**config.mk**
```make
export PLATFORM = sky130hd
export DESIGN_NAME = wdt_multimode
export DESIGN_NICKNAME = d
export VERILOG_FILES = /design/src/rtl/wdt_pkg.sv /design/src/rtl/wdt_prescale.sv /design/src/rtl/wdt_countdown.sv /design/src/rtl/wdt_regs.sv /design/src/rtl/wdt_multimode.sv
export SDC_FILE = /design/constraint.sdc
export NUM_CORES = 1
export LEC_CHECK = 0
export BUFFER_PORTS_ARGS = -buffer_cell sky130_fd_sc_hd__buf_4
export CORE_ASPECT_RATIO = 2
export CORE_MARGIN = 8
export CORE_UTILIZATION = 53
export CTS_CLUSTER_SIZE = 40
export DETAILED_ROUTE_END_ITERATION = 7
export GPL_TIMING_DRIVEN = 0
export PLACE_DENSITY = 0.72
export SLEW_MARGIN = 25
export SYNTH_ARGS = -nofsm -noshare
export SYNTH_HDL_FRONTEND = slang
export SYNTH_SLANG_ARGS = --single-unit
```
**constraint.sdc**
```tcl
create_clock -name clk -period 5 [get_ports clk]
set_clock_uncertainty 0.15 [all_clocks]
set_input_delay 0.75 -clock clk [delete_from_list [all_inputs] [get_ports clk]]
set_output_delay 0.75 -clock clk [all_outputs]
set_load 0.005 [all_outputs]
```
**src/rtl/wdt_pkg.sv**
```systemverilog
package wdt_pkg;

    typedef enum logic [2:0] {
        ADR_CTRL    = 3'd0,
        ADR_TMO_LO  = 3'd1,
        ADR_TMO_HI  = 3'd2,
        ADR_LEFT_LO = 3'd3,
        ADR_LEFT_HI = 3'd4
    } wdt_addr_e;

    localparam int BIT_EN    = 0;
    localparam int BIT_PING  = 1;
    localparam int BIT_CAUSE = 7;
    localparam int EXP_FLOOR = 10;
    localparam int CNT_W     = 16;

    typedef struct packed {
        logic             en;
        logic             reload;
        logic [CNT_W-1:0] load;
    } wdt_cmd_t;

    function automatic int unsigned wdt_tick_div(int unsigned mode, int unsigned hz);
        return (mode == 1) ? hz / 1000 : hz;
    endfunction

    function automatic logic [CNT_W-1:0] wdt_load_value(int unsigned mode, logic [15:0] raw);
        logic [3:0] e;
        logic [CNT_W-1:0] v;
        if (mode == 1) begin
            e = (raw[3:0] < 4'(EXP_FLOOR)) ? 4'(EXP_FLOOR) : raw[3:0];
            v = CNT_W'(1) << e;
        end else if (mode == 2) begin
            v = (raw[7:0] == 8'd0) ? CNT_W'(1) : CNT_W'(raw[7:0]);
        end else begin
            v = (raw == 16'd0) ? CNT_W'(1) : raw;
        end
        return v;
    endfunction

endpackage

```
**src/rtl/wdt_prescale.sv**
```systemverilog
module wdt_prescale #(
    parameter int unsigned DIV = 1000
) (
    input  logic clk,
    input  logic rst,
    input  logic run,
    input  logic clr,
    output logic tick
);
    localparam int W = $clog2(DIV + 1);

    logic [W-1:0] cnt_q;

    assign tick = run && !clr && (cnt_q == W'(DIV - 1));

    always_ff @(posedge clk) begin
        if (rst || clr || !run) begin
            cnt_q <= '0;
        end else if (tick) begin
            cnt_q <= '0;
        end else begin
            cnt_q <= cnt_q + W'(1);
        end
    end
endmodule

```
**src/rtl/wdt_countdown.sv**
```systemverilog
module wdt_countdown
    import wdt_pkg::*;
#(
    parameter int unsigned RST_CYCLES = 16
) (
    input  logic             clk,
    input  logic             rst_por,
    input  logic             rst,
    input  wdt_cmd_t         cmd,
    input  logic             tick,
    output logic [CNT_W-1:0] left,
    output logic             expire,
    output logic             pulse
);
    localparam int PW = $clog2(RST_CYCLES + 1);

    logic [CNT_W-1:0] left_q;
    logic [PW-1:0]    pulse_q;

    assign expire = !rst && !rst_por && cmd.en && tick && !cmd.reload
                    && (left_q <= CNT_W'(1));
    assign left   = left_q;
    assign pulse  = (pulse_q != '0);

    always_ff @(posedge clk) begin
        if (rst_por || rst) begin
            left_q <= '0;
        end else if (cmd.reload) begin
            left_q <= cmd.load;
        end else if (expire) begin
            left_q <= '0;
        end else if (cmd.en && tick) begin
            left_q <= left_q - CNT_W'(1);
        end
    end

    // pulse counter is outside the system reset so the pulse it drives is not cut short
    always_ff @(posedge clk) begin
        if (rst_por) begin
            pulse_q <= '0;
        end else if (expire) begin
            pulse_q <= PW'(RST_CYCLES);
        end else if (pulse_q != '0) begin
            pulse_q <= pulse_q - PW'(1);
        end
    end
endmodule

```
**src/rtl/wdt_regs.sv**
```systemverilog
module wdt_regs
    import wdt_pkg::*;
#(
    parameter int unsigned MODE = 2
) (
    input  logic             clk,
    input  logic             rst_por,
    input  logic             rst,
    input  logic             bus_wr,
    input  logic             bus_rd,
    input  logic [2:0]       bus_addr,
    input  logic [7:0]       bus_wdata,
    input  logic             expire,
    input  logic [CNT_W-1:0] left,
    output logic [7:0]       bus_rdata,
    output wdt_cmd_t         cmd,
    output logic             cause
);
    logic        en_q;
    logic        cause_q;
    logic [15:0] tmo_q;
    logic [7:0]  stage_q;
    logic [7:0]  rdata_q;
    logic [7:0]  hi_snap;
    logic        wr_ctrl;
    logic        rd_left_lo;

    assign wr_ctrl    = bus_wr && (wdt_addr_e'(bus_addr) == ADR_CTRL);
    assign rd_left_lo = bus_rd && (wdt_addr_e'(bus_addr) == ADR_LEFT_LO);

    assign cmd.en     = en_q;
    assign cmd.reload = !rst && wr_ctrl &&
                        ((bus_wdata[BIT_EN] && !en_q) || bus_wdata[BIT_PING]);
    assign cmd.load   = wdt_load_value(MODE, tmo_q);
    assign cause      = cause_q;
    assign bus_rdata  = rdata_q;

    always_ff @(posedge clk) begin
        if (rst_por || rst) begin
            en_q <= 1'b0;
        end else if (expire) begin
            en_q <= 1'b0;
        end else if (wr_ctrl) begin
            en_q <= bus_wdata[BIT_EN];
        end
    end

    always_ff @(posedge clk) begin
        if (rst_por) begin
            cause_q <= 1'b0;
        end else if (expire) begin
            cause_q <= 1'b1;
        end else if (!rst && wr_ctrl && bus_wdata[BIT_CAUSE]) begin
            cause_q <= 1'b0;
        end
    end

    always_ff @(posedge clk) begin
        if (rst_por || rst) begin
            tmo_q   <= '0;
            stage_q <= '0;
        end else if (bus_wr) begin
            case (wdt_addr_e'(bus_addr))
                ADR_TMO_LO: begin
                    if (MODE == 3) stage_q <= bus_wdata;
                    else           tmo_q   <= {8'd0, bus_wdata};
                end
                ADR_TMO_HI: begin
                    if (MODE == 3) tmo_q <= {bus_wdata, stage_q};
                end
                default: ;
            endcase
        end
    end

    generate
        if (MODE == 3) begin : g_hi_snap
            logic [7:0] snap_q;
            always_ff @(posedge clk) begin
                if (rst_por || rst) snap_q <= '0;
                else if (rd_left_lo) snap_q <= left[15:8];
            end
            assign hi_snap = snap_q;
        end else begin : g_no_snap
            assign hi_snap = 8'd0;
        end
    endgenerate

    always_ff @(posedge clk) begin
        if (rst_por || rst) begin
            rdata_q <= '0;
        end else if (bus_rd) begin
            case (wdt_addr_e'(bus_addr))
                ADR_CTRL:    rdata_q <= {cause_q, 6'd0, en_q};
                ADR_TMO_LO:  rdata_q <= tmo_q[7:0];
                ADR_TMO_HI:  rdata_q <= (MODE == 3) ? tmo_q[15:8] : 8'd0;
                ADR_LEFT_LO: rdata_q <= (MODE == 1) ? 8'd0 : left[7:0];
                ADR_LEFT_HI: rdata_q <= hi_snap;
                default:     rdata_q <= 8'd0;
            endcase
        end
    end
endmodule

```
**src/rtl/wdt_multimode.sv**
```systemverilog
module wdt_multimode
    import wdt_pkg::*;
#(
    parameter int unsigned CLK_HZ     = 100_000_000,
    parameter int unsigned MODE       = 2,
    parameter int unsigned RST_CYCLES = 16
) (
    input  logic       clk,
    input  logic       rst_por,
    input  logic       rst,
    input  logic       bus_wr,
    input  logic       bus_rd,
    input  logic [2:0] bus_addr,
    input  logic [7:0] bus_wdata,
    output logic [7:0] bus_rdata,
    output logic       wdt_rst_o
);
    localparam int unsigned DIV = wdt_tick_div(MODE, CLK_HZ);

    wdt_cmd_t         cmd;
    logic             tick;
    logic             expire;
    logic             cause;
    logic [CNT_W-1:0] left;

    wdt_regs #(.MODE(MODE)) u_regs (
        .clk       (clk),
        .rst_por   (rst_por),
        .rst       (rst),
        .bus_wr    (bus_wr),
        .bus_rd    (bus_rd),
        .bus_addr  (bus_addr),
        .bus_wdata (bus_wdata),
        .expire    (expire),
        .left      (left),
        .bus_rdata (bus_rdata),
        .cmd       (cmd),
        .cause     (cause)
    );

    wdt_prescale #(.DIV(DIV)) u_pre (
        .clk  (clk),
        .rst  (rst_por || rst),
        .run  (cmd.en),
        .clr  (cmd.reload),
        .tick (tick)
    );

    wdt_countdown #(.RST_CYCLES(RST_CYCLES)) u_cnt (
        .clk     (clk),
        .rst_por (rst_por),
        .rst     (rst),
        .cmd     (cmd),
        .tick    (tick),
        .left    (left),
        .expire  (expire),
        .pulse   (wdt_rst_o)
    );
endmodule

```
After elaboration in Yosys (flattened, before gate mapping)
Index checks and enable logic that the tools add are counted.

Bits in registers: 66. Input port bits: 16. Output and inout bits: 9. Logic and storage cells: 55.

$add $sub $neg: 3. Magnitude comparators: 1. Equal/unequal tests: 3. Mux-type cells: 9. Reduce and logical (&&, ||, !) cells: 31.

Operator list (number): two-way mux 16 bit (3); adder 27 x 1 -> 27 bit (second input constant) (1); == test 27 bit (second input constant) (1); one-hot mux 8 bit (3 select lines) (1); <= comparator 16 x 1 -> 1 bit (second input constant) (1); subtractor 16 x 1 -> 16 bit (second input constant) (1); logical AND 1 bit (13); two-way mux 5 bit (2); logical NOT 8 bit (1); two-way mux 8 bit (1); OR reduction 2 bit (3); nonzero test 5 bit (1); subtractor 5 x 1 -> 5 bit (second input constant) (1); logical NOT 1 bit (4); logical OR 1 bit (4); nonzero test 2 bit (2); == test 3 x 1 -> 1 bit (second input constant) (1); == test 3 x 2 -> 1 bit (second input constant) (1); logical NOT 3 bit (1); nonzero test 3 bit (1); two-way mux 1 bit (2); AND reduction 2 bit (1).

Longest topological paths before layout
Gate-level depths: netlist of run 1.

Depth after elaboration: 12. Depth in mapped cells: 9. Gate-level depth less buffers: 7.

By module
A second synthesis of run 1 with hierarchy kept.

Cell total of the unflattened synthesis: 428. Area total of the unflattened synthesis: 3612.2 µm².

By module, submodules not included: wdt_prescale (times used 1, cells an instance 159, area each 1347.5 µm², seq. area each 540.5 µm²); wdt_countdown (times used 1, cells an instance 157, area each 1281.2 µm², seq. area each 420.4 µm²); wdt_regs (times used 1, cells an instance 111, area each 977.2 µm², seq. area each 360.3 µm²); wdt_multimode (times used 1, cells an instance 1, area each 6.3 µm², seq. area each 0.0 µm²).

Worst setup path after synthesis of run 1
Ideal clock, no wire load.

Kind: input to register. From: in bus_addr[0]. To: reg u_cnt.left_q[8], in the netlist u_cnt.left[8]. Library setup time: 0.070 ns. Data arrival time: 2.119 ns. Required time: 4.780 ns. Slack: 2.661 ns. Stages on the path: 5. Path buffers: 0. Cells stage by stage: nor4b_4 o211a_1 a21o_1 or3b_2 a21oi_1.

Longest elaborated chain between the ends: 12. Elaborated cells between the ends (all ways): 14. Those cells by class: mux: 2; reduce/logical: 12.

Ends and longest elaborated chain: start: declaration (line wdt_multimode.sv:13) `input logic [2:0] bus_addr,`; logical NOT 3 bit * (line wdt_regs.sv:28) `assign wr_ctrl = bus_wr && (wdt_addr_e'(bus_addr) == ADR_CTRL);`; logical AND 1 bit * (line wdt_regs.sv:28); logical AND 1 bit * (2 in series) (line wdt_regs.sv:32) `assign cmd.reload = !rst && wr_ctrl &&`; logical NOT 1 bit (line wdt_prescale.sv:14, wdt_countdown.sv:20); logical AND 1 bit (2 in series) (line wdt_prescale.sv:14) `assign tick = run && !clr && (cnt_q == W'(DIV - 1));`; logical AND 1 bit (2 in series) (line wdt_countdown.sv:20) `assign expire = !rst && !rst_por && cmd.en && tick && !cmd.reload`; logical AND 1 bit (line wdt_countdown.sv:21) `&& (left_q <= CNT_W'(1));`; two-way mux 16 bit (line wdt_countdown.sv:30) `end else if (expire) begin`; two-way mux 16 bit (line wdt_countdown.sv:28) `end else if (cmd.reload) begin`; end signal: assignment (line wdt_countdown.sv:29) `left_q <= cmd.load;`; end signal: assignment (line wdt_countdown.sv:33) `left_q <= left_q - CNT_W'(1);`; end: declaration (line wdt_countdown.sv:17) `logic [CNT_W-1:0] left_q;`.

Every way passes the cells marked *; elsewhere a longest branch is shown, timed or not. A chain may end at the register's enable or synchronous reset.

Final worst setup path of run 1
From: reg u_pre.cnt_q[0]. To: reg u_cnt.left_q[12], in the netlist u_cnt.left[12].

Longest elaborated chain between the ends: 7. Elaborated cells between the ends (all ways): 9. Those cells by class: eq/ne: 1; mux: 2; reduce/logical: 6.

Ends and longest elaborated chain: start: declaration (line wdt_prescale.sv:12) `logic [W-1:0] cnt_q;`; start signal: assignment (line wdt_prescale.sv:22) `cnt_q <= cnt_q + W'(1);`; == test 27 bit * (line wdt_prescale.sv:14); logical AND 1 bit * (line wdt_prescale.sv:14); logical AND 1 bit (2 in series) (line wdt_countdown.sv:20); logical AND 1 bit (line wdt_countdown.sv:21); two-way mux 16 bit (line wdt_countdown.sv:30); two-way mux 16 bit (line wdt_countdown.sv:28).

Marked as above.

==> results.yml, run 1 <==
outcome:
  status: "finished, final reports clean"
final_layout:
  finalNetCount: 452
  fin_cells: 522
  area_delta_synth_final_pct: 16.0
  fin_util_pct: 63.3
  finish.instance_area_sq_mm: 0.00396
  num_antenna_cells: 0
  drive_above_1_share_pct: 14.4
yosys:
  seq_area_frac_synth_pct: 38.7
  ys_types: 55
  syn_avg_cell_area_sq_um: 8.61
  yosysTopAreaCell: "dfxtp_1"
  syn-num-nets: 418
  synth_top_cell_area_share_pct: 38.7
  yosysMostFrequentCell: "dfxtp_1"
  synth_flop_cell: "dfxtp_1"
  yosysWarnings: 0
  yosys-top-cells-area: "dfxtp_1 (39%), nor2_1 (6.7%), xor2_1 (4.4%)"
  synthTopCellsByCount: "dfxtp_1 (66), nor2_1 (61), nand2_1 (24), a21oi_1 (22), xor2_1 (17)"
  syn-cell-area_sq_mm: 0.00342
  async_flop_share_pct: 0
  yosys_register_bits: 66
  synthCells: 397
  synth_edf_count: 0
detailed_routing:
  first_pass_iters: 5
  drt_iter0_markers: 190
  avgViaCountPerCell: 5.83
  postRouteAntennaNets: 0
  vias: 3041
  wl_microns: 8550
  route.detailed.drc: 0
  wl_per_cell_microns: 16.4
worst_setup_path:
  cp-end-kind: "flop"
  critPathRequiredTime_ns: 5.06
  cp.arrival_ns: 2.69
  startpoint_type: "flop"
  critPathMaxFanout: 10
  crit_type: "flop to flop"
  r2r_slack_ns: 2.38
placement:
  post-place-ws_ns: 2.08
  port_buffers: 23
  gp_congestion: 0.903
  dpl.hpwl_microns: 6620
  dpl.cell_count: 506
  place_area_sq_mm: 0.00370
clocking:
  cts_setup_buffers: 0
  cts_tree: "done"
  cts_resized: 0
  holdBufCountCts: 0
  cts_inserted_buffers: 9
  insertion_delay_ns: 0.34
  clk_pin_slew_ns: 0.05
  cts_sinks: 66
  root_buffer: "clkbuf_16"
  cts_buffer_depth: 2
  htree_num_levels: 3
sta:
  slew_headroom_pct: 45.3
  grt_setup_unrepaired: "false"
  finalHoldViolCount: 0
  final-setup-viol-count: 0
  fin_tns_setup_ns: 0
  drv_slew: 0
  fin_hold_ws_ns: 0.317
  post-route-min-period_ns: 2.62
  tightestPinTransition_ns: 0.815
  fin_crit_sh_pct: 52.4
  fin_ws_ns: 2.38
  max_clock_freq_ghz: 0.381
floorplanning:
  die_w_microns: 72.8
  dieArea_sq_mm: 0.00943
  die-height_microns: 130
  rows: 41
  start_util_pct: 54.6
  core_sq_mm: 0.00626
  io_pins: 25
hold_path:
  hold_class: "flop to flop"
global_routing:
  grtUsageTotal_pct: 19.7
  antenna_found_initial: 0
  first_global_vias: 3067
  grt_pass1_wl_microns: 14300
  grt_max_degree: 11
  gr-total-overflow: 0
power:
  p_total_mw: 1.28
  powerDensity_mw_per_mm2: 324
  p_leak_nw: 1.42
  ir_drop_mv: 0.206
job:
  max-cap-violations: 0
==> critical path, stage by stage, from the launching register on <==
cell,delay [ns]
dfxtp_1,0.38
ha_1,0.21
and3_1,0.15
clkbuf_1,0.27
and4_1,0.34
nand4_1,0.29
buf_2,0.30
o41ai_1,0.31
a21oi_1,0.10
==> power by group <==
| group | internal [mW] | switching, mW |
|---|---|---|
| clock | 0.346 | 0.217 |
| combinational | 0.0700 | 0.0886 |
| sequential | 0.546 | 0.0149 |
| total | 0.962 | 0.320 |
==> routing by layer <==
layer / share of wire [%] / global-route usage (%) / vias to the layer above
li1: - / - / 1504
met1: 34 / 16.5 / 1433
met2: 56 / 36.6 / 68
met3: 4.1 / 4.72 / 36
met4: 5.8 / 17.0 / 0
met5: 0 / 0 / -
==> logic make-up after synthesis <==
family          count (synthesis)  synth area share, %
compound gates                 66                 12.1
xor+xnor                       27                 6.92
fa+ha+maj                       5                 1.83
buf+inv                        28                 3.44
flops                          66                 38.7
mux                            15                 4.65
simple gates                  190                 32.4
==> final timing paths <==
check                                 endpoint  cells past startpoint            from
worst min register to register    u_regs.cause                      2    u_regs.cause
worst min-delay path              u_regs.cause                      2    u_regs.cause
worst max register to register  u_cnt.left[12]                      8  u_pre.cnt_q[0]
worst max-delay path            u_cnt.left[12]                      8  u_pre.cnt_q[0]
==> area by class of cell <==
cell class                      instances  area [sq um]
Fill cell                             577          2300
Tap cell                               86           108
Clock buffer                           13           250
Multi-Input combinational cell        303          1980
Timing Repair Buffer                   23           173
Inverter                               13          48.8
Sequential cell                        66          1320
Buffer                                 15          68.8
Clock inverter                          3          15.0
==> placed cells by master, fill, tap and decap left out, drive strengths merged, types with 5 or more instances in the layout <==
cell type	count
xor2	17
nor4	16
ha	5
nor2	61
inv	13
nand4	16
nor2b	7
xnor2	10
dfxtp	66
mux2	7
a31oi	10
mux2i	8
nand2	24
clkbuf	23
nor3	16
nand3	14
o21ai	12
a21oi	22
buf	28
==> state kept, by name (all words and copies together), names as in the netlist <==
name / cells
u_regs.tmo_q: 8
u_pre.cnt_q: 27
u_regs.en_q: 1
u_cnt.left: 16
u_regs.cause: 1
u_regs.bus_rdata: 8
u_cnt.pulse_q: 5
Power figures use the tool's default switching activity.
==> inputs of run 2 (changes only) <==
--- a/config.mk
+++ b/config.mk
@@ -12,7 +12,7 @@
 export CTS_CLUSTER_SIZE = 40
 export DETAILED_ROUTE_END_ITERATION = 7
 export GPL_TIMING_DRIVEN = 0
-export PLACE_DENSITY = 0.72
+export PLACE_DENSITY = 0.74
 export SLEW_MARGIN = 25
 export SYNTH_ARGS = -nofsm -noshare
 export SYNTH_HDL_FRONTEND = slang
==> constraint.sdc (replaced) <==
create_clock -name clk -period 2.27 [get_ports clk]
set_clock_uncertainty 0.15 [all_clocks]
set_input_delay 0.3405 -clock clk [delete_from_list [all_inputs] [get_ports clk]]
set_output_delay 0.3405 -clock clk [all_outputs]
set_load 0.005 [all_outputs]
==> run 2 against run 1 <==
Sequential power grew 120%. Register-to-register slack worse by 2.3 ns. Cell count rose by 3.1%. Largest cell class unchanged. Critical endpoint is now u_regs.en_q. Utilization grew 2.9 points. Worst hold slack got worse by 0.23 ns. Critical path depth is 2 lower. Highest routed layer unchanged. Global-route usage is 0.35 points higher. Total power up 120%. Die area unchanged.
==> results.yml, run 2 (same netlist as run 1, synthesis figures left out) <==
sta:
  fin_hold_ws_ns: 0.0882
  tightestPinTransition_ns: 0.795
  max_clock_freq_ghz: 0.455
  fin_crit_sh_pct: 96.8
  post-route-min-period_ns: 2.20
  slew_headroom_pct: 46.6
  fin_ws_ns: 0.0728
  finalHoldViolCount: 0
  drv_slew: 0
  fin_tns_setup_ns: 0
  final-setup-viol-count: 0
clocking:
  htree_num_levels: 3
  insertion_delay_ns: 0.34
  cts_sinks: 66
  cts_inserted_buffers: 9
  cts_buffer_depth: 2
  root_buffer: "clkbuf_16"
  cts_tree: "done"
  clk_pin_slew_ns: 0.05
job:
  max-cap-violations: 0
final_layout:
  drive_above_1_share_pct: 19.2
  fin_cells: 538
  finish.instance_area_sq_mm: 0.00414
  finalNetCount: 468
  final_cell_mix: "dfxtp_1 (66), nor2_1 (61), buf_4 (39), nand2_1 (24), a21oi_1 (22)"
  largest_reg_flops: 27
  final_common_cell: "dfxtp_1"
  fin_util_pct: 66.2
  regMostFlops: "u_pre.cnt_q"
  num_antenna_cells: 0
  area_delta_synth_final_pct: 21.2
detailed_routing:
  postRouteAntennaNets: 0
  route.detailed.drc: 0
  drt_iter0_markers: 207
  first_pass_iters: 4
  wl_per_cell_microns: 16.4
  vias: 3143
  wl_microns: 8830
  avgViaCountPerCell: 5.84
placement:
  dpl.hpwl_microns: 6550
  gp_congestion: 0.917
  dpl.cell_count: 506
  post-place-ws_ns: -0.329
  place_area_sq_mm: 0.00370
  port_buffers: 23
hold_path:
  hold_class: "primary input to flop"
  hp-start: "bus_wdata[4]"
floorplanning:
  die_w_microns: 72.8
  core_sq_mm: 0.00626
  io_pins: 25
  start_util_pct: 54.6
  rows: 41
  dieArea_sq_mm: 0.00943
  die-height_microns: 130
global_routing:
  antenna_found_initial: 0
  first_global_vias: 3191
  grt_pass1_wl_microns: 14700
  gr-total-overflow: 0
  grt_max_degree: 12
  grtUsageTotal_pct: 20.0
worst_setup_path:
  crit_type: "flop to flop"
  cp-end-kind: "flop"
  startpoint_type: "flop"
  r2r_start: "u_cnt.left[7]"
  critPathMaxFanout: 5
  cp.arrival_ns: 2.25
  critPathRequiredTime_ns: 2.33
  crit_path_start: "u_cnt.left[7]"
power:
  p_leak_nw: 1.51
  ir_drop_mv: 0.556
  p_total_mw: 2.86
  powerDensity_mw_per_mm2: 690
outcome:
  status: "finished, final reports clean"
==> run 2: cell types whose count changed in the layout (fill, tap and decap cells not counted), moves of 2 or more <==
cell and delta:
buf_4 +16, clkbuf_1 -3, clkinvlp_4 +2, nor3_1 -2, nor3_2 +2
==> run 2: metal layers <==
metal	vias up	wire length, microns	GRT usage, %
met5	-	0	0
met1	1494	3050	17.2
met2	69	5090	38.0
met3	37	326	6.42
li1	1543	-	-
met4	0	357	12.0
==> run 2: repair_timing <==
action / in CTS / in global routing
setup endpoints to repair: 46 / 37
hold buffers: 0 / 0
pin swaps: 4 / 5
hold endpoints to repair: 0 / 0
resized for setup: 1 / 8
gates cloned: 0 / 1
setup buffers: 4 / 12
==> run 2: cell type report <==
class	instances	area [sq um]
inverter	13	48.8
sequential	66	1320
buffer	14	65.1
fill	546	2120
clock inverter	5	30.0
multi-input combinational	304	2030
tap	86	108
timing repair buffer	39	293
clock buffer	11	243
==> run 2: report_power, final <==
group / switching [mW] / internal [mW] / leakage [nW] / total (mW)
combinational: 0.195 / 0.166 / 0.847 / 0.361
sequential: 0.0330 / 1.20 / 0.533 / 1.24
clock: 0.499 / 0.761 / 0.131 / 1.26
==> run 2: worst max-delay path, stage by stage (launching register included) <==
cell,delay [ns]
dfxtp_1,0.38
or4_4,0.59
nor4_4,0.21
buf_4,0.17
nand3_4,0.13
nor3b_4,0.35
nor3_2,0.09
==> run 2: final timing paths <==
check / to / slack, ns / cells past startpoint
max: u_regs.en_q / 0.07 / 6
min: u_regs.tmo_q[4] / 0.09 / 3
max reg2reg: u_regs.en_q / 0.07 / 6
min reg2reg: u_regs.cause / 0.31 / 2
==> inputs of run 3 (changes only) <==
--- a/config.mk
+++ b/config.mk
@@ -5,14 +5,14 @@
 export SDC_FILE = /design/constraint.sdc
 export NUM_CORES = 1
 export LEC_CHECK = 0
-export BUFFER_PORTS_ARGS = -buffer_cell sky130_fd_sc_hd__buf_4
 export CORE_ASPECT_RATIO = 2
 export CORE_MARGIN = 8
 export CORE_UTILIZATION = 53
 export CTS_CLUSTER_SIZE = 40
 export DETAILED_ROUTE_END_ITERATION = 7
+export DONT_BUFFER_PORTS = 1
 export GPL_TIMING_DRIVEN = 0
-export PLACE_DENSITY = 0.74
+export PLACE_DENSITY = 0.71
 export SLEW_MARGIN = 25
 export SYNTH_ARGS = -nofsm -noshare
 export SYNTH_HDL_FRONTEND = slang
==> run 3 against run 2 <==
Die area unchanged. Highest routed layer unchanged. Largest cell class unchanged. Worst hold slack got worse by 0.082 ns. Critical endpoint is now u_cnt.pulse_q[0]. Sequential power about the same. Combinational power fell by 13%.
==> results.yml, run 3 (same netlist as run 1, synthesis figures left out) <==
clocking:
  htree_num_levels: 3
  insertion_delay_ns: 0.33
  clk_pin_slew_ns: 0.05
  cts_buffer_depth: 2
  cts_inserted_buffers: 9
  cts_sinks: 66
  cts_tree: "done"
  root_buffer: "clkbuf_16"
sta:
  fin_crit_sh_pct: 97.6
  drv_slew: 0
  finalHoldViolCount: 0
  fin_ws_ns: 0.0539
  post-route-min-period_ns: 2.22
  max_clock_freq_ghz: 0.451
  fin_hold_ws_ns: 0.00642
  tightestPinTransition_ns: 0.727
  slew_headroom_pct: 51.2
  final-setup-viol-count: 0
  fin_tns_setup_ns: 0
detailed_routing:
  top_layer: "met4"
  wl_per_cell_microns: 17.1
  first_pass_iters: 4
  met2WireLength_microns: 4910
  avgViaCountPerCell: 5.88
  met1Wirelength_microns: 2920
  wl_microns: 8650
  vias: 2969
  route.detailed.drc: 0
  drt_iter0_markers: 167
  wl_met3_microns: 395
  postRouteAntennaNets: 0
floorplanning:
  die_w_microns: 72.8
  dieArea_sq_mm: 0.00943
  rows: 41
  die-height_microns: 130
  start_util_pct: 54.6
  core_sq_mm: 0.00626
  io_pins: 25
worst_setup_path:
  cp-end-kind: "flop"
  startpoint_type: "flop"
  r2r_cells: 6
  max_stage_delay_ns: 0.57
  crit_slowest_cell: "or4_4"
  r2r_slack_ns: 0.05
  r2r_start: "u_cnt.left[5]"
  critPathMaxFanout: 7
  crit_path_start: "u_cnt.left[5]"
  timing.rr.end: "u_cnt.pulse_q[0]"
  critPathRequiredTime_ns: 2.33
  path_cells: "or4_4 > nor4_4 > buf_4 > nand3_4 > nor3b_4 > nor3_1"
  crit_type: "flop to flop"
  cp.arrival_ns: 2.28
hold_path:
  whs_endpoint: "u_regs.tmo_q[3]"
  hp-start: "bus_wdata[3]"
  hold_class: "primary input to flop"
  holdPathStages: 2
final_layout:
  regMostFlops: "u_pre.cnt_q"
  fillCellCount: 558
  final_cell_mix: "dfxtp_1 (63), nor2_1 (61), nand2_1 (24), a21oi_1 (22), xor2_1 (17)"
  multi_input_area_sq_mm: 0.00203
  finish.instance_area_sq_mm: 0.00392
  seq_area_sq_mm: 0.00133
  finalNetCount: 438
  num_antenna_cells: 0
  fin_cells: 505
  drive_above_1_share_pct: 13.6
  area_delta_synth_final_pct: 14.6
  final_common_cell: "dfxtp_1"
  largest_reg_flops: 27
global_routing:
  grt_max_degree: 11
  grt_pass1_wl_microns: 14300
  grtUsageTotal_pct: 19.7
  first_global_vias: 3076
  gr-total-overflow: 0
  antenna_found_initial: 0
power:
  p_leak_nw: 1.36
  powerDensity_mw_per_mm2: 712
  ir_drop_mv: 0.567
placement:
  gp_congestion: 0.900
  post-place-ws_ns: -0.295
  place_area_sq_mm: 0.00352
  dpl.hpwl_microns: 6520
  port_buffers: 0
  dpl.cell_count: 483
job:
  max-cap-violations: 0
outcome:
  status: "finished, final reports clean"
-- run 3: cell count changes in the layout (fill, tap and decap cells not counted), moves of 2 or more --
cell        before  now
clkinv_2         3    0
dfxtp_2          0    3
clkinvlp_4       2    0
dfxtp_1         66   63
buf_4           39    9
-- run 3: repair_timing --
item                                    CTS  global route
pin swaps                                 4             9
resized for setup                         3            12
hold buffers                              1             0
endpoints found under the setup margin   39            38
cloned                                    0             0
setup buffers                             4             5
endpoints found under the hold margin     1             0
-- run 3: final cells by class --
type | instances | area share, %
Buffer | 14 | 1.73
Clock buffer | 13 | 6.65
Inverter | 13 | 1.25
Multi-Input combinational cell | 303 | 51.8
Sequential cell | 66 | 33.8
Tap cell | 86 | 2.75
Timing Repair Buffer | 10 | 1.98
-- run 3: worst max path at each step --
stage	end	slack, ns
2_1_floorplan	u_cnt.left[12]	0.13
3_3_place_gp	u_cnt.left[12]	-0.27
3_5_place_dp	u_cnt.left[12]	-0.29
4_1_cts	u_regs.en_q	0.007
5_1_grt	u_cnt.pulse_q[0]	-0.02
6_report	u_cnt.pulse_q[0]	0.05
-- run 3: per-stage QoR --
| step | power, mW | utilization [%] |
|---|---|---|
| global route | 2.91 | 62.6 |
| detailed placement | 1.56 | 56.3 |
| finish | 2.79 | 62.6 |
| floorplan | 1.50 | - |
| global placement | 1.55 | 56.3 |
| CTS | 2.80 | 61.2 |
-- run 3: critical path: cells and delay by family (launching register included) --
| family | cells | cell delay, ns |
|---|---|---|
| and+or+nand+nor | 5 | 1.38 |
| buffers and inverters | 1 | 0.18 |
| DFF | 1 | 0.38 |
-- run 3: power by group --
group	internal, mW	total, mW	switching (mW)
Combinational	0.132	0.314	0.182
Sequential	1.20	1.24	0.0332
Clock	0.779	1.24	0.459
-- run 3: routing by layer --
metal  vias to the layer above  GRT usage [%]
met1                      1416           16.4
li1                       1469              -
met4                         0           13.3
met5                         -              0
met3                        26           5.19
met2                        58           38.2
